**config.mk**
```make
export PLATFORM = sky130hd
export DESIGN_NAME = spi_master_engine
export DESIGN_NICKNAME = d
export VERILOG_FILES = /design/src/rtl/spi_eng_pkg.sv /design/src/rtl/spi_eng_fifo.sv /design/src/rtl/spi_eng_datapath.sv /design/src/rtl/spi_eng_control.sv /design/src/rtl/spi_master_engine.sv
export SDC_FILE = /design/constraint.sdc
export NUM_CORES = 1
export LEC_CHECK = 0
export BUFFER_PORTS_ARGS = -buffer_cell sky130_fd_sc_hd__buf_2
export CAP_MARGIN = 40
export CORE_UTILIZATION = 56
export DETAILED_ROUTE_END_ITERATION = 6
export PLACE_DENSITY_LB_ADDON = 0.25
export SLEW_MARGIN = 20
export SYNTH_ARGS = -nofsm -noshare
export SYNTH_HDL_FRONTEND = slang
export SYNTH_SLANG_ARGS = --single-unit
```
**constraint.sdc**
```tcl
create_clock -name clk -period 3.5 [get_ports clk]
set_input_delay 0.175 -clock clk [delete_from_list [all_inputs] [get_ports clk]]
set_output_delay 0.175 -clock clk [all_outputs]
set_load 0.01 [all_outputs]
```
**src/rtl/spi_eng_pkg.sv**
```systemverilog
package spi_eng_pkg;

  localparam logic [3:0] REG_CTRL   = 4'd0;
  localparam logic [3:0] REG_BAUD   = 4'd1;
  localparam logic [3:0] REG_RUN    = 4'd2;
  localparam logic [3:0] REG_SELECT = 4'd3;
  localparam logic [3:0] REG_TXLVL  = 4'd4;
  localparam logic [3:0] REG_RXLVL  = 4'd5;
  localparam logic [3:0] REG_STATUS = 4'd6;
  localparam logic [3:0] REG_TXDATA = 4'd7;
  localparam logic [3:0] REG_RXDATA = 4'd8;

  typedef enum logic [1:0] {ST_IDLE, ST_RUN, ST_DONE} engState_t;

  // strobes from control to datapath, each valid for one cycle
  typedef struct packed {
    logic loadFrame;
    logic leadEdge;
    logic trailEdge;
    logic pushRx;
  } engStrobe_t;

  function automatic logic [4:0] frameBits(input logic [1:0] sizeCode);
    case (sizeCode)
      2'd0:    return 5'd4;
      2'd2:    return 5'd16;
      default: return 5'd8;
    endcase
  endfunction

  // index of the final SCLK edge of a frame: 2*N-1
  function automatic logic [4:0] lastEdgeIdx(input logic [1:0] sizeCode);
    case (sizeCode)
      2'd0:    return 5'd7;
      2'd2:    return 5'd31;
      default: return 5'd15;
    endcase
  endfunction

endpackage

```
**src/rtl/spi_eng_fifo.sv**
```systemverilog
module spi_eng_fifo #(
  parameter int WIDTH = 16,
  parameter int DEPTH = 32,
  localparam int PTR_W = $clog2(DEPTH),
  localparam int LVL_W = PTR_W + 1
) (
  input  logic             clk,
  input  logic             rst,
  input  logic             push,
  input  logic             pop,
  input  logic [WIDTH-1:0] wdata,
  output logic [WIDTH-1:0] rdata,
  output logic [LVL_W-1:0] level,
  output logic             full,
  output logic             empty
);
  logic [WIDTH-1:0] mem [DEPTH];
  logic [PTR_W-1:0] wrPtr, rdPtr;
  logic [LVL_W-1:0] count;
  logic doPush, doPop;

  assign full   = (count == LVL_W'(DEPTH));
  assign empty  = (count == '0);
  assign doPush = push && !full;
  assign doPop  = pop && !empty;
  assign rdata  = mem[rdPtr];
  assign level  = count;

  function automatic logic [PTR_W-1:0] nextPtr(input logic [PTR_W-1:0] p);
    return (p == PTR_W'(DEPTH - 1)) ? '0 : p + PTR_W'(1);
  endfunction

  always_ff @(posedge clk) begin
    if (doPush) mem[wrPtr] <= wdata;
  end

  always_ff @(posedge clk) begin
    if (rst) begin
      wrPtr <= '0;
      rdPtr <= '0;
      count <= '0;
    end else begin
      if (doPush) wrPtr <= nextPtr(wrPtr);
      if (doPop)  rdPtr <= nextPtr(rdPtr);
      case ({doPush, doPop})
        2'b10:   count <= count + LVL_W'(1);
        2'b01:   count <= count - LVL_W'(1);
        default: count <= count;
      endcase
    end
  end
endmodule

```
**src/rtl/spi_eng_datapath.sv**
```systemverilog
module spi_eng_datapath
  import spi_eng_pkg::*;
#(
  parameter int DATA_W = 16,
  parameter int DEPTH  = 32,
  parameter int BAUD_W = 16,
  parameter int SEL_W  = 2,
  localparam int LVL_W = $clog2(DEPTH) + 1
) (
  input  logic              clk,
  input  logic              rst,
  input  logic              wrEn,
  input  logic              rdEn,
  input  logic [3:0]        addr,
  input  logic [DATA_W-1:0] wrData,
  output logic [DATA_W-1:0] rdData,
  input  engStrobe_t        strobe,
  input  logic              busy,
  input  logic              miso,
  output logic              mosi,
  output logic [SEL_W-1:0]  csN,
  output logic              cfgCpol,
  output logic [1:0]        cfgSize,
  output logic [BAUD_W-1:0] cfgBaud,
  output logic              runEn,
  output logic              txEmpty,
  output logic              selAny,
  output logic [LVL_W-1:0]  txLevel,
  output logic [LVL_W-1:0]  rxLevel
);
  logic             cpolReg, cphaReg;
  logic [1:0]       sizeReg;
  logic [BAUD_W-1:0] baudReg;
  logic             runReg;
  logic [SEL_W-1:0] selReg;

  logic txFull, rxFull, rxEmpty;
  logic txPush, rxPop;
  logic [DATA_W-1:0] txHead, rxHead, txAligned, rxWord, frameMask;
  logic [DATA_W-1:0] txShift, rxShift;
  logic [4:0] nBits, alignAmt;
  logic mosiReg, sampleNow, shiftNow;

  // register writes; configuration only while stopped
  always_ff @(posedge clk) begin
    if (rst) begin
      cpolReg <= 1'b0;
      cphaReg <= 1'b0;
      sizeReg <= 2'd1;
      baudReg <= BAUD_W'(2);
      runReg  <= 1'b0;
      selReg  <= '0;
    end else if (wrEn) begin
      case (addr)
        REG_CTRL: if (!runReg) begin
          cpolReg <= wrData[7];
          cphaReg <= wrData[6];
          sizeReg <= wrData[1:0];
        end
        REG_BAUD:   if (!runReg) baudReg <= wrData[BAUD_W-1:0];
        REG_RUN:    runReg <= wrData[0];
        REG_SELECT: selReg <= wrData[SEL_W-1:0];
        default: ;
      endcase
    end
  end

  assign txPush = wrEn && (addr == REG_TXDATA);
  assign rxPop  = rdEn && (addr == REG_RXDATA);

  spi_eng_fifo #(.WIDTH(DATA_W), .DEPTH(DEPTH)) u_txq (
    .clk(clk), .rst(rst), .push(txPush), .pop(strobe.loadFrame),
    .wdata(wrData), .rdata(txHead), .level(txLevel),
    .full(txFull), .empty(txEmpty)
  );

  spi_eng_fifo #(.WIDTH(DATA_W), .DEPTH(DEPTH)) u_rxq (
    .clk(clk), .rst(rst), .push(strobe.pushRx), .pop(rxPop),
    .wdata(rxWord), .rdata(rxHead), .level(rxLevel),
    .full(rxFull), .empty(rxEmpty)
  );

  // frame alignment: MSB of the frame sits at the top of the shifter
  assign nBits     = frameBits(sizeReg);
  assign alignAmt  = 5'(DATA_W) - nBits;
  assign txAligned = txHead << alignAmt;
  assign frameMask = (DATA_W'(1) << nBits) - DATA_W'(1);
  assign rxWord    = rxShift & frameMask;

  assign sampleNow = cphaReg ? strobe.trailEdge : strobe.leadEdge;
  assign shiftNow  = cphaReg ? strobe.leadEdge  : strobe.trailEdge;

  always_ff @(posedge clk) begin
    if (rst) begin
      txShift <= '0;
      rxShift <= '0;
      mosiReg <= 1'b0;
    end else if (strobe.loadFrame) begin
      txShift <= txAligned;
      rxShift <= '0;
      mosiReg <= cphaReg ? 1'b0 : txAligned[DATA_W-1];
    end else begin
      if (shiftNow) begin
        txShift <= txShift << 1;
        mosiReg <= cphaReg ? txShift[DATA_W-1] : txShift[DATA_W-2];
      end
      if (sampleNow) rxShift <= {rxShift[DATA_W-2:0], miso};
    end
  end

  assign mosi    = mosiReg;
  assign csN     = ~selReg;
  assign selAny  = |selReg;
  assign cfgCpol = cpolReg;
  assign cfgSize = sizeReg;
  assign cfgBaud = baudReg;
  assign runEn   = runReg;

  always_comb begin
    rdData = '0;
    case (addr)
      REG_CTRL:   rdData = DATA_W'({cpolReg, cphaReg, 4'b0000, sizeReg});
      REG_BAUD:   rdData = DATA_W'(baudReg);
      REG_RUN:    rdData = DATA_W'(runReg);
      REG_SELECT: rdData = DATA_W'(selReg);
      REG_TXLVL:  rdData = DATA_W'(txLevel);
      REG_RXLVL:  rdData = DATA_W'(rxLevel);
      REG_STATUS: rdData = DATA_W'({rxFull, rxEmpty, txEmpty, txFull, busy});
      REG_RXDATA: rdData = rxHead;
      default:    rdData = '0;
    endcase
  end
endmodule

```
**src/rtl/spi_eng_control.sv**
```systemverilog
module spi_eng_control
  import spi_eng_pkg::*;
#(
  parameter int BAUD_W = 16,
  localparam int HALF_W = BAUD_W - 1
) (
  input  logic              clk,
  input  logic              rst,
  input  logic              runEn,
  input  logic              txEmpty,
  input  logic              selAny,
  input  logic              cfgCpol,
  input  logic [1:0]        cfgSize,
  input  logic [BAUD_W-1:0] cfgBaud,
  output engStrobe_t        strobe,
  output logic              busy,
  output logic              sclk
);
  engState_t state;
  logic [HALF_W-1:0] halfLen, halfCnt;
  logic [4:0] edgeCnt;
  logic phase, phaseEnd, edgeNow, startFrame, lastEdge;

  // half period = divider/2 with bit 0 dropped, never below 1
  assign halfLen    = (cfgBaud[BAUD_W-1:1] == '0) ? HALF_W'(1) : cfgBaud[BAUD_W-1:1];
  assign phaseEnd   = (halfCnt == halfLen - HALF_W'(1));
  assign startFrame = (state == ST_IDLE) && runEn && !txEmpty && selAny;
  assign edgeNow    = (state == ST_RUN) && runEn && phaseEnd;
  assign lastEdge   = (edgeCnt == lastEdgeIdx(cfgSize));

  always_comb begin
    strobe.loadFrame = startFrame;
    strobe.leadEdge  = edgeNow && !edgeCnt[0];
    strobe.trailEdge = edgeNow && edgeCnt[0];
    strobe.pushRx    = (state == ST_DONE);
  end

  always_ff @(posedge clk) begin
    if (rst) begin
      state   <= ST_IDLE;
      halfCnt <= '0;
      edgeCnt <= '0;
      phase   <= 1'b0;
    end else begin
      case (state)
        ST_IDLE: if (startFrame) begin
          state   <= ST_RUN;
          halfCnt <= '0;
          edgeCnt <= '0;
          phase   <= 1'b0;
        end
        ST_RUN: begin
          if (!runEn) begin
            state <= ST_IDLE;
            phase <= 1'b0;
          end else if (phaseEnd) begin
            halfCnt <= '0;
            phase   <= ~phase;
            edgeCnt <= edgeCnt + 5'd1;
            if (lastEdge) state <= ST_DONE;
          end else begin
            halfCnt <= halfCnt + HALF_W'(1);
          end
        end
        ST_DONE: state <= ST_IDLE;
        default: state <= ST_IDLE;
      endcase
    end
  end

  assign busy = (state != ST_IDLE);
  assign sclk = cfgCpol ^ phase;
endmodule

```
**src/rtl/spi_master_engine.sv**
```systemverilog
module spi_master_engine
  import spi_eng_pkg::*;
#(
  parameter int DATA_W     = 16,
  parameter int FIFO_DEPTH = 32,
  parameter int BAUD_W     = 16,
  parameter int SEL_W      = 2,
  localparam int LVL_W     = $clog2(FIFO_DEPTH) + 1
) (
  input  logic              clk,
  input  logic              rst,
  input  logic              wrEn,
  input  logic              rdEn,
  input  logic [3:0]        addr,
  input  logic [DATA_W-1:0] wrData,
  output logic [DATA_W-1:0] rdData,
  output logic              sclk,
  output logic              mosi,
  input  logic              miso,
  output logic [SEL_W-1:0]  csN,
  output logic              busy
);
  engStrobe_t strobe;
  logic cfgCpol, runEn, txEmpty, selAny;
  logic [1:0] cfgSize;
  logic [BAUD_W-1:0] cfgBaud;
  logic [LVL_W-1:0] txLevel, rxLevel;

  spi_eng_datapath #(
    .DATA_W(DATA_W), .DEPTH(FIFO_DEPTH), .BAUD_W(BAUD_W), .SEL_W(SEL_W)
  ) u_dp (
    .clk(clk), .rst(rst), .wrEn(wrEn), .rdEn(rdEn), .addr(addr),
    .wrData(wrData), .rdData(rdData), .strobe(strobe), .busy(busy),
    .miso(miso), .mosi(mosi), .csN(csN), .cfgCpol(cfgCpol),
    .cfgSize(cfgSize), .cfgBaud(cfgBaud), .runEn(runEn),
    .txEmpty(txEmpty), .selAny(selAny), .txLevel(txLevel), .rxLevel(rxLevel)
  );

  spi_eng_control #(.BAUD_W(BAUD_W)) u_ctl (
    .clk(clk), .rst(rst), .runEn(runEn), .txEmpty(txEmpty), .selAny(selAny),
    .cfgCpol(cfgCpol), .cfgSize(cfgSize), .cfgBaud(cfgBaud),
    .strobe(strobe), .busy(busy), .sclk(sclk)
  );
endmodule

```
==> flow_summary_export.csv <==
group,metric,value,unit
route,first_pass_iters,7,
floorplanning,dieArea,82870,um2
floorplanning,rows,104,
critical_path,critPathSlowestCell,"mux4_2",
synthesis,synth-edff-count,1024,
synthesis,synthCells,2439,
final_layout,syn_to_final_growth,15.72,%
route,num_vias,25110,
outcome,violations,"design-rule violations",
route,totalWireLength,114400,um
final_layout,nNetsFinal,2752,
synthesis,yosysWarnings,0,
flow_run,drv_cap,0,
critical_path,arrival,3310,ps
outcome,status,"finished, violations left",
power,p_leak,17.68,nW
critical_path,slowest_delay,590,ps
final_layout,final_common_cell,"edfxtp_1",
power,irDropWorstVdd,0.0006314,V
clock_network,cts_buffers,112,
floorplanning,chipHeight,287.9,um
sta,finalCriticalPeriod,3489,ps
synthesis,synth_area_leaders,"edfxtp_1 67%, mux4_2 15%, dfxtp_1 5.3%",
clock_network,cts.clk_slew.worst_paths,60,ps
route,drc,10,
critical_path,cp.required,3320,ps
critical_path,path_class,"flop to output port",
clock_network,clockRootBuffer,"clkbuf_16",
route,ant_nets,0,
synthesis,yosysUniqueCellTypes,68,
placement,dp.final_hpwl,69190,um
clock_network,clk_path_buf_depth,3,
sta,finalSetupViolations,0,
critical_path,path_buf_inv,3,
sta,max_slew.worst_pin.slew,758.5,ps
sta,finalHoldViolations,0,
synthesis,synth_fp_nets,2493,
placement,port_buffers,45,
critical_path,worst_path_most_repeated_cell,"mux4_2",
power,p_per_area,517.5,nW/um2
sta,skew,63.70,ps
final_layout,drive_gt1_share,29.19,%
sta,period_share,99.67,%
synthesis,async_flop_share,0,%
sta,slew-limit-headroom,49.36,%
power,total_power,27.40,mW
clock_network,cts_tree,"yes",
global_routing,grt_max_degree,54,
global_routing,antenna_found_initial,4,
global_routing,grt_overflow_total,0,
sta,drv_slew,0,
floorplanning,core_region_area,80680,um2
placement,dp_slack,-87.15,ps
sta,setup_ws,11.46,ps
synthesis,synth_area,45760,um2
global_routing,track_usage,27.90,%
critical_path,crit_path_end_kind,"output port",
critical_path,critPathLaunchType,"flop",
synthesis,synth_seq_cells,1145,
clock_network,clkLatencyLatePin,730,ps
global_routing,grt_pass1_wl,166000,um
final_layout,finish.utilization,65.64,%
floorplanning,ios,46,
final_layout,final_cell_mix,"1024 x edfxtp_1, 297 x mux4_2, 184 x buf_4, 117 x nand2_1",
synthesis,ys.flop_type,"edfxtp_1",
worst_hold_path,min_path_type,"primary input to flop",
clock_network,htreeDepth,3,
global_routing,grt_pass1_vias,25110,
placement,place_congestion,0.8826,
placement,place_area,48630,um2
floorplanning,start_util,56.72,%
sta,max_freq,286.7,MHz
synthesis,ys_seq_area_share,72.49,%
clock_network,cts_sinks,1145,
sta,timing.hold.ws,28.52,ps
critical_path,crit_chain,"buf_4, clkbuf_16, mux4_2, mux4_2, mux2i_2, o22ai_1, buf_2",
critical_path,crit_fanout,16,
synthesis,yosys.area.top_type,"edfxtp_1",
sta,rsz0062_at_grt,"no",
critical_path,cp_top_family,"multiplexers",
route,viasPerCell,6.511,
synthesis,synth_top_area_share,67.19,%
floorplanning,fp.dieW,287.9,um
final_layout,fin_area,52950,um2
synthesis,syn_avg_cell_area,18.76,um2
route,dr.first_iter.drc_count,2967,
route,wl_per_cell,29.66,um
repair_timing:
action | 4_1_cts | 5_1_grt
pin swaps | 0 | 6
setup buffers | 4 | 15
gates resized for setup | 14 | 19
hold endpoints to repair | 154 | 0
gates cloned | 0 | 4
hold buffers | 11 | 0
endpoints found under the setup margin | 20 | 57
where the power goes:
group	switching (mW)	internal, mW	total, mW
Clock	5.23	7.11	12.3
Combinational	0.215	0.0830	0.298
Sequential	0.00468	14.8	14.8
worst paths after layout:
kind                         from                     end  slack, ps  cells past startpoint
hold reg to reg   u_dp.cfgBaud[0]         u_dp.cfgBaud[0]        470                      2
setup / recovery             flop               rdData[7]         10                      7
hold / removal         wrData[11]  u_dp.u_txq.mem[26][11]         30                      1
setup reg to reg  u_dp.cfgBaud[1]         u_dp.rxShift[0]        190                     13
routing by layer:
metal  up-vias  track usage [%]  routed length, um
li1      10380                -                  -
met1     13170            39.84              45420
met2      1321            44.58              55500
met3       231            4.889              10200
met4         4            8.135               3214
met5         -                0                 20
cell families after synthesis:
group           Yosys count  synth area share, %
mux                     383                16.54
buf+inv                 167                1.512
simple gates            448                4.878
fa+ha+maj                29               0.8257
compound gates          232                3.092
flops                  1145                72.49
xor+xnor                 35               0.6698
stage by stage:
| step | setup TNS, ps | instances |
|---|---|---|
| after floorplan | 0 | 2439 |
| after global placement | 0 | 3602 |
| after detailed placement | -262.6 | 3609 |
| after CTS | 0 | 3835 |
| after global routing | 0 | 3856 |
| final | 0 | 3856 |
final cells by class:
type | count | area, um2
Fill cell | 5277 | 27720
Clock inverter | 74 | 887.1
Inverter | 36 | 135.1
Clock buffer | 137 | 2927
Timing Repair Buffer | 275 | 2386
Tap cell | 1060 | 1326
Antenna cell | 1 | 2.502
Multi-Input combinational cell | 1128 | 12100
Sequential cell | 1145 | 33190
Yosys cell counts, types with 5 or more instances:
cell type and n:
mux2i_1 72, nor2b_1 17, or4_1 7, and3_1 16
xnor2_1 19, or3_1 13, a21oi_1 96, dfxtp_1 121
a22oi_1 7, nand3b_1 8, buf_4 6, nand2b_1 9
mux2_2 14, buf_2 28, inv_1 33, a221oi_1 6
ha_1 27, nor3b_1 10, and2_1 30, clkbuf_1 74
a211oi_1 8, buf_1 22, xor2_1 16, edfxtp_1 1024
o22ai_1 11, a31oi_1 20, nand4_1 7, nor3_1 23
a2111oi_0 5, o21ai_0 43, nor4_1 5, nor2_1 138
nand3_1 26, mux4_2 297, nand2_1 117
state kept, by name, summed over array words and instances, names as in the netlist, 5 cells and up, named ones only:
| register | count |
|---|---|
| u_dp.u_txq.wrPtr | 5 |
| u_dp.u_txq.level | 6 |
| u_dp.u_rxq.level | 6 |
| u_dp.u_rxq.wrPtr | 5 |
| u_dp.u_rxq.rdPtr | 5 |
| u_dp.cfgBaud | 16 |
| u_ctl.halfCnt | 15 |
| u_dp.rxShift | 16 |
| u_ctl.edgeCnt | 5 |
| u_dp.txShift | 16 |
| u_dp.u_rxq.mem | 512 |
| u_dp.u_txq.mem | 512 |
| u_dp.u_txq.rdPtr | 5 |
Note: power is estimated with default switching activity, not from simulation.
